## src/rtl/pcm_stream_pkg.sv

```systemverilog
package pcm_stream_pkg;
  typedef enum logic {
    FEED_IDLE = 1'b0,
    FEED_LOAD = 1'b1
  } feed_state_t;
endpackage

```

## src/rtl/pcm_rate_tick.sv

```systemverilog
module pcm_rate_tick #(
  parameter int DIV = 3906
) (
  input  logic clk,
  input  logic rst,
  output logic tick_o
);
  localparam int CW = (DIV > 1) ? $clog2(DIV) : 1;

  logic [CW-1:0] cnt_q;

  always_ff @(posedge clk) begin
    if (rst) begin
      cnt_q  <= '0;
      tick_o <= 1'b0;
    end else begin
      tick_o <= 1'b0;
      if (cnt_q == CW'(DIV - 1)) begin
        cnt_q  <= '0;
        tick_o <= 1'b1;
      end else begin
        cnt_q <= cnt_q + 1'b1;
      end
    end
  end

  // a sample tick lasts one cycle only
  p_tick_single_r2: assert property (@(posedge clk) disable iff (rst)
    tick_o |=> !tick_o);
endmodule

```

## src/rtl/pcm_sample_fifo.sv

```systemverilog
module pcm_sample_fifo #(
  parameter int DW    = 8,
  parameter int DEPTH = 16
) (
  input  logic                       clk,
  input  logic                       rst,
  input  logic                       wr_en_i,
  input  logic [DW-1:0]              wr_data_i,
  input  logic                       rd_en_i,
  output logic [DW-1:0]              rd_data_o,
  output logic [$clog2(DEPTH+1)-1:0] count_o
);
  localparam int AW = $clog2(DEPTH);
  localparam int LW = $clog2(DEPTH + 1);

  logic [DW-1:0] mem [DEPTH];
  logic [AW-1:0] wr_ptr_q, rd_ptr_q;
  logic          full, do_wr, do_rd;

  assign full  = (count_o == LW'(DEPTH));
  assign do_wr = wr_en_i && !full;
  assign do_rd = rd_en_i && (count_o != '0);

  // memory write and registered read, no reset, so block RAM can be inferred
  always_ff @(posedge clk) begin
    if (do_wr) mem[wr_ptr_q] <= wr_data_i;
    if (do_rd) rd_data_o <= mem[rd_ptr_q];
  end

  always_ff @(posedge clk) begin
    if (rst) begin
      wr_ptr_q <= '0;
      rd_ptr_q <= '0;
      count_o  <= '0;
    end else begin
      if (do_wr) wr_ptr_q <= wr_ptr_q + 1'b1;
      if (do_rd) rd_ptr_q <= rd_ptr_q + 1'b1;
      case ({do_wr, do_rd})
        2'b10:   count_o <= count_o + 1'b1;
        2'b01:   count_o <= count_o - 1'b1;
        default: count_o <= count_o;
      endcase
    end
  end

  // a write to a full FIFO without a pop leaves the level at depth
  p_no_overflow_r8: assert property (@(posedge clk) disable iff (rst)
    (count_o == LW'(DEPTH)) && wr_en_i && !rd_en_i |=> count_o == LW'(DEPTH));
  // the reader never pops an empty FIFO
  p_pop_nonempty_r6: assert property (@(posedge clk) disable iff (rst)
    rd_en_i |-> count_o != '0);
endmodule

```

## src/rtl/pcm_i2s_tx.sv

```systemverilog
module pcm_i2s_tx #(
  parameter int WORD_W    = 16,
  parameter int BCLK_HALF = 61
) (
  input  logic              clk,
  input  logic              rst,
  input  logic              load_i,
  input  logic [WORD_W-1:0] word_i,
  output logic              bclk_o,
  output logic              ws_o,
  output logic              sd_o
);
  localparam int SW    = $clog2(WORD_W);
  localparam int NHALF = 4 * WORD_W;
  localparam int IW    = $clog2(NHALF);
  localparam int HCW   = $clog2(BCLK_HALF + 1);

  logic [WORD_W-1:0] word_q;
  logic              last_lsb_q;
  logic              active_q;
  logic [HCW-1:0]    half_cnt_q;
  logic [IW-1:0]     hidx_q;
  logic [SW-1:0]     pos;
  logic              slot_sel;
  logic              bit_val;

  // hidx bit 0 is the bit-clock phase, bits SW:1 the position in a slot,
  // bit SW+1 the slot (word select)
  assign pos      = hidx_q[SW:1];
  assign slot_sel = hidx_q[SW+1];

  always_comb begin
    if (pos == '0) begin
      bit_val = slot_sel ? word_q[0] : last_lsb_q;
    end else begin
      bit_val = word_q[WORD_W - int'(pos)];
    end
  end

  always_ff @(posedge clk) begin
    if (rst) begin
      word_q     <= '0;
      last_lsb_q <= 1'b0;
      active_q   <= 1'b0;
      half_cnt_q <= '0;
      hidx_q     <= '0;
      bclk_o     <= 1'b0;
      ws_o       <= 1'b0;
      sd_o       <= 1'b0;
    end else begin
      if (active_q) begin
        bclk_o <= hidx_q[0];
        ws_o   <= slot_sel;
        sd_o   <= bit_val;
        if (half_cnt_q == HCW'(BCLK_HALF - 1)) begin
          half_cnt_q <= '0;
          hidx_q     <= hidx_q + 1'b1;
          if (hidx_q == IW'(NHALF - 1)) active_q <= 1'b0;
        end else begin
          half_cnt_q <= half_cnt_q + 1'b1;
        end
      end else begin
        bclk_o <= 1'b0;
      end
      if (load_i) begin
        word_q     <= word_i;
        last_lsb_q <= word_q[0];
        active_q   <= 1'b1;
        half_cnt_q <= '0;
        hidx_q     <= '0;
      end
    end
  end

  // word select and data move only while the bit clock is low
  p_ws_on_low_r5: assert property (@(posedge clk) disable iff (rst)
    !$stable(ws_o) |-> !bclk_o);
  p_sd_on_low_r5: assert property (@(posedge clk) disable iff (rst)
    !$stable(sd_o) |-> !bclk_o);
endmodule

```

## src/rtl/pcm_i2s_streamer.sv

```systemverilog
module pcm_i2s_streamer #(
  parameter int CLK_HZ     = 125_000_000,
  parameter int RATE_HZ    = 32_000,
  parameter int SAMPLE_W   = 8,
  parameter int WORD_W     = 16,
  parameter int FIFO_DEPTH = 16
) (
  input  logic                            clk,
  input  logic                            rst,
  input  logic                            wr_en_i,
  input  logic [SAMPLE_W-1:0]             wr_data_i,
  input  logic                            clr_underrun_i,
  output logic [$clog2(FIFO_DEPTH+1)-1:0] level_o,
  output logic                            underrun_o,
  output logic                            i2s_bclk_o,
  output logic                            i2s_ws_o,
  output logic                            i2s_sd_o
);
  import pcm_stream_pkg::*;

  localparam int TICK_DIV  = CLK_HZ / RATE_HZ;
  localparam int BCLK_HALF = TICK_DIV / (4 * WORD_W);
  localparam int PAD_W     = WORD_W - SAMPLE_W;

  logic                tick;
  logic                rd_en;
  logic [SAMPLE_W-1:0] rd_data;
  logic                fetched_q;
  logic                load;
  logic [WORD_W-1:0]   word;
  feed_state_t         state_q;

  pcm_rate_tick #(.DIV(TICK_DIV)) u_tick (
    .clk    (clk),
    .rst    (rst),
    .tick_o (tick)
  );

  pcm_sample_fifo #(.DW(SAMPLE_W), .DEPTH(FIFO_DEPTH)) u_fifo (
    .clk       (clk),
    .rst       (rst),
    .wr_en_i   (wr_en_i),
    .wr_data_i (wr_data_i),
    .rd_en_i   (rd_en),
    .rd_data_o (rd_data),
    .count_o   (level_o)
  );

  assign rd_en = tick && (level_o != '0);

  // feed FSM: the tick pops a sample, and the next cycle loads the serializer
  always_ff @(posedge clk) begin
    if (rst) begin
      state_q    <= FEED_IDLE;
      fetched_q  <= 1'b0;
      underrun_o <= 1'b0;
    end else begin
      case (state_q)
        FEED_IDLE: if (tick) begin
          state_q   <= FEED_LOAD;
          fetched_q <= rd_en;
        end
        FEED_LOAD: state_q <= FEED_IDLE;
        default:   state_q <= FEED_IDLE;
      endcase
      if (tick && (level_o == '0)) underrun_o <= 1'b1;
      else if (clr_underrun_i)     underrun_o <= 1'b0;
    end
  end

  assign load = (state_q == FEED_LOAD);
  assign word = fetched_q ? {~rd_data[SAMPLE_W-1], rd_data[SAMPLE_W-2:0], {PAD_W{1'b0}}}
                          : '0;

  pcm_i2s_tx #(.WORD_W(WORD_W), .BCLK_HALF(BCLK_HALF)) u_tx (
    .clk    (clk),
    .rst    (rst),
    .load_i (load),
    .word_i (word),
    .bclk_o (i2s_bclk_o),
    .ws_o   (i2s_ws_o),
    .sd_o   (i2s_sd_o)
  );

  // the flag holds until a clear arrives
  p_underrun_sticky_r7: assert property (@(posedge clk) disable iff (rst)
    underrun_o && !clr_underrun_i |=> underrun_o);
  // a sample period on an empty FIFO raises the flag
  p_underrun_set_r6: assert property (@(posedge clk) disable iff (rst)
    tick && (level_o == '0) |=> underrun_o);
endmodule

```

## config.mk

```make
export PLATFORM = sky130hd
export DESIGN_NAME = pcm_i2s_streamer
export DESIGN_NICKNAME = d
export VERILOG_FILES = /design/src/rtl/pcm_stream_pkg.sv /design/src/rtl/pcm_rate_tick.sv /design/src/rtl/pcm_sample_fifo.sv /design/src/rtl/pcm_i2s_tx.sv /design/src/rtl/pcm_i2s_streamer.sv
export SDC_FILE = /design/constraint.sdc
export NUM_CORES = 1
export LEC_CHECK = 0
export BUFFER_PORTS_ARGS = -buffer_cell sky130_fd_sc_hd__clkbuf_2
export CORE_MARGIN = 5
export CORE_UTILIZATION = 65
export CTS_BUF_LIST = sky130_fd_sc_hd__clkbuf_8
export CTS_CLUSTER_DIAMETER = 150
export CTS_CLUSTER_SIZE = 30
export DETAILED_ROUTE_END_ITERATION = 7
export PLACE_DENSITY_LB_ADDON = 0.08
export SETUP_SLACK_MARGIN = 0.4
export SYNTH_ARGS = -nofsm -noshare
export SYNTH_HDL_FRONTEND = slang
export SYNTH_SLANG_ARGS = --single-unit
```

## constraint.sdc

```tcl
create_clock -name clk -period 8.3 [get_ports clk]
set_clock_uncertainty 0.15 [all_clocks]
set_input_delay 0.83 -clock clk [delete_from_list [all_inputs] [get_ports clk]]
set_output_delay 0.83 -clock clk [all_outputs]
set_load 0.03 [all_outputs]
```

==> flow_summary.toml <==
[placement]
hpwlAfterDp_um = 8470
port_buffers = 20
gp_congestion = 0.799

[synth]
synth_enable_flop_cells = 136
syn_inst = 496
yosysTopAreaCell = "edfxtp_1"
yosys-top-cells-area = "edfxtp_1, dfxtp_1, mux4_1"
yosys_warnings = 0
syn_area_per_cell_um2 = 15.8
synth.most_common_cell = "edfxtp_1"
syn_nets = 523
yosysSeqAreaShare_pct = 65.7
synth-seq-cells = 189
ys_top_cells_by_count = "edfxtp_1, nor2_1, dfxtp_1"
synth.distinct_cells = 45
yosys.area.top_type_share_pct = 52.1
syn_area_um2 = 7830
synth_flop_cell = "edfxtp_1"
async_flop_share_pct = 0

[setup_path]
cpPeakStageDelay_ns = 0.73
cp.required_ns = 8.50
critPathMaxFanout = 10
arrival_ns = 3.97
path_cells = "or4_1, o21ai_2, inv_1, ha_1, xor2_1, ha_1, a21oi_1, or3b_2, a31oi_1, mux2_2"
rr_startpoint = "u_fifo.count_o[1]$_SDFFE_PP0P_"
start_kind = "flip-flop"
cp_slowest_cell = "or4_1"
worstSetupEndpointType = "flip-flop"
worstSetupPathType = "flip-flop to flip-flop"
critPathMostFrequentCell = "ha_1"
reg2reg_depth = 10
r2r_setup_slack_ns = 4.53
path_delay_family = "simple AND/OR/NAND/NOR gates"
reg2reg_to = "u_fifo.count_o[4]$_SDFFE_PP0P_"
cp_num_buf_inv = 1

[grt]
grt_pass1_vias = 3876
track_usage_pct = 19.6
overflow = 0
antenna_found_initial = 0
grt_start_max_net_pins = 36
grt_pass1_wl_um = 20900

[layout]
drive_above_1_share_pct = 13.4
nets = 542
diodes = 0
seqCellArea_um2 = 5150
areaGrowthSynthToFinish_pct = 7.19
n_fill_cell = 784
multiInputGateArea_um2 = 2510
utilization_pct = 70.5

[detailed_routing]
post-route-drc-count = 0
first_iter_violations = 394
wire_per_inst_um = 19.4
drt_pass1_iterations = 5
drtAntennaViolNets = 0
drt-total-wl_um = 13100
num_vias = 4025
routed_via_density = 5.96

[pwr]
switching_share_pct = 21.4
peakVddDrop_mv = 0.169
seq_power_share_pct = 61.8
pwr-share-clk_pct = 35.0
p_leak_uw = 0.00288
p_int_uw = 1310
p_switching_uw = 356
power.density_nw_per_um2 = 198
combinationalPowerShare_pct = 3.2

[floorplanning]
ios = 21
placementRows = 40
die_w_um = 120
dieArea_um2 = 14300
initial_core_util_pct = 65.8
die_h_um = 120
coreArea_um2 = 11900

[sta]
max_slew.worst_pin.slew_ns = 1.05
finalCritPeriodShare_pct = 45.4
slew_violations = 0
rsz0062_at_grt = "no"
timing.final.hold_violations = 0
slew_headroom_pct = 29.7
fin_crit_ns = 3.77
clock.fmax_ghz = 0.265
setup_tns_ns = 0
setup_viol = 0

[clocking]
numCtsBuffers = 17
post_cts_resize_count = 0
clockBufferDepth = 2
root_buffer = "clkbuf_8"
cts_tree = "yes"
cts_hold_buf = 0
clock_sinks = 189
postCtsSetupBuffers = 0
cts_htree_levels = 4
clkTransAtPathRegs_ns = 0.09
clock_latency_ns = 0.47

[worst_hold_path]
whs_path_depth = 2
min-delay-start = "u_tx.sd_o$_SDFFE_PP0P_"
hp-class = "flip-flop to flip-flop"
hold_path_end = "u_tx.sd_o$_SDFFE_PP0P_"

[job]
drv_cap = 0

[outcome]
outcome = "completed"
[area by class of cell]
class                   count  share of cell area [%]
flip-flops and latches    189                    61.3
multi-input cells         272                    29.9
clock buffers              17                    2.79
well taps                 147                    2.19
clock inverters            15                    1.74
repair buffers             24                    1.55
inverters                  11                   0.492
[how the worst max path moves through the flow]
stage / start / end / slack (ns) / cells past startpoint
after floorplan: u_fifo.count_o[1]$_SDFFE_PP0P_ / u_fifo.count_o[4]$_SDFFE_PP0P_ / 4.69 / 13
after global placement: u_fifo.count_o[1]$_SDFFE_PP0P_ / u_fifo.count_o[4]$_SDFFE_PP0P_ / 4.72 / 10
after detailed placement: u_fifo.count_o[1]$_SDFFE_PP0P_ / u_fifo.count_o[4]$_SDFFE_PP0P_ / 4.56 / 10
after CTS: u_fifo.count_o[1]$_SDFFE_PP0P_ / u_fifo.count_o[4]$_SDFFE_PP0P_ / 4.52 / 10
after global routing: u_fifo.count_o[1]$_SDFFE_PP0P_ / u_fifo.count_o[4]$_SDFFE_PP0P_ / 4.30 / 10
final: u_fifo.count_o[1]$_SDFFE_PP0P_ / u_fifo.count_o[4]$_SDFFE_PP0P_ / 4.53 / 10
[sequential cells by signal, summed over array words and instances, names as in the netlist]
| signal | flops |
|---|---|
| u_fifo.mem | 128 |
| u_tick.cnt_q | 12 |
| u_fifo.rd_data_o | 8 |
| u_tx.word_q | 8 |
| u_tx.half_cnt_q | 6 |
| u_tx.hidx_q | 6 |
| u_fifo.count_o | 5 |
| u_fifo.rd_ptr_q | 4 |
| u_fifo.wr_ptr_q | 4 |
| fetched_q | 1 |
| load | 1 |
| u_tick.tick_o | 1 |
| u_tx.active_q | 1 |
| u_tx.bclk_o | 1 |
| u_tx.sd_o | 1 |
| u_tx.ws_o | 1 |
| underrun_o | 1 |
[layout by cell type (no fill, tap or decap), types with 3 or more instances in the layout]
master and instances:
edfxtp_1 136, nor2_1 64, dfxtp_1 51, mux4_1 32
clkbuf_2 20, xor2_1 19, a21oi_1 19, nand2_1 18
clkbuf_8 17, ha_1 15, inv_1 14, nor2b_1 11
mux4_2 10, nand4_1 9, xnor2_1 8, nand2b_1 6
nor3_1 6, mux2i_1 6, and2_1 5, nand3_1 5
and3_1 5, o21ai_0 4, buf_4 4, o211ai_1 3
mux2_2 3, or3_1 3, inv_6 3
[routing by layer]
| layer | part of all wire, % | GRT usage (%) | vias up |
|---|---|---|---|
| li1 | - | - | 1936 |
| met1 | 46 | 27.2 | 1991 |
| met2 | 48 | 30.7 | 84 |
| met3 | 3.8 | 5.18 | 14 |
| met4 | 1.4 | 6.44 | 0 |
| met5 | 0 | 0 | - |
[cell families (layout without fill, tap and decap cells)]
| logic type | count (synthesis) | count (layout) | synth area share, % |
|---|---|---|---|
| compound gates | 36 | 36 | 3.02 |
| xor+xnor | 27 | 27 | 3.02 |
| fa+ha+maj | 15 | 15 | 2.40 |
| buf+inv | 35 | 67 | 2.24 |
| flops | 189 | 189 | 65.7 |
| mux | 51 | 51 | 14.8 |
| simple gates | 143 | 143 | 8.83 |
[per-stage QoR]
stage                     area [um^2]  worst slack [ns]  total power (uW)  hold slack [ns]  cells
final                            8400              4.53              1660            0.316    675
after global routing             8400              4.30              1720            0.365    675
after CTS                        8400              4.52              1680            0.322    675
after detailed placement         8020              4.56              1100            0.308    643
after global placement           8020              4.72              1100            0.293    643
after floorplan                  7830              4.69              1080            0.279    496
[power by group through the flow]
| stage | logic, uW | clock network, uW | registers (uW) |
|---|---|---|---|
| after global routing | 59.4 | 636 | 1030 |
| after floorplan | 30.8 | 0 | 1050 |
| after detailed placement | 53.7 | 0 | 1050 |
| after CTS | 54.1 | 596 | 1030 |
| final | 53.4 | 581 | 1030 |
| after global placement | 51.0 | 0 | 1050 |
[worst reg2reg max path, stage by stage, from the launching register on]
cell	delay [ns]
dfxtp_1	0.40
or4_1	0.73
o21ai_2	0.26
inv_1	0.23
ha_1	0.38
xor2_1	0.19
ha_1	0.24
a21oi_1	0.08
or3b_2	0.45
a31oi_1	0.20
mux2_2	0.35
Note: power is estimated with default switching activity, not from simulation.
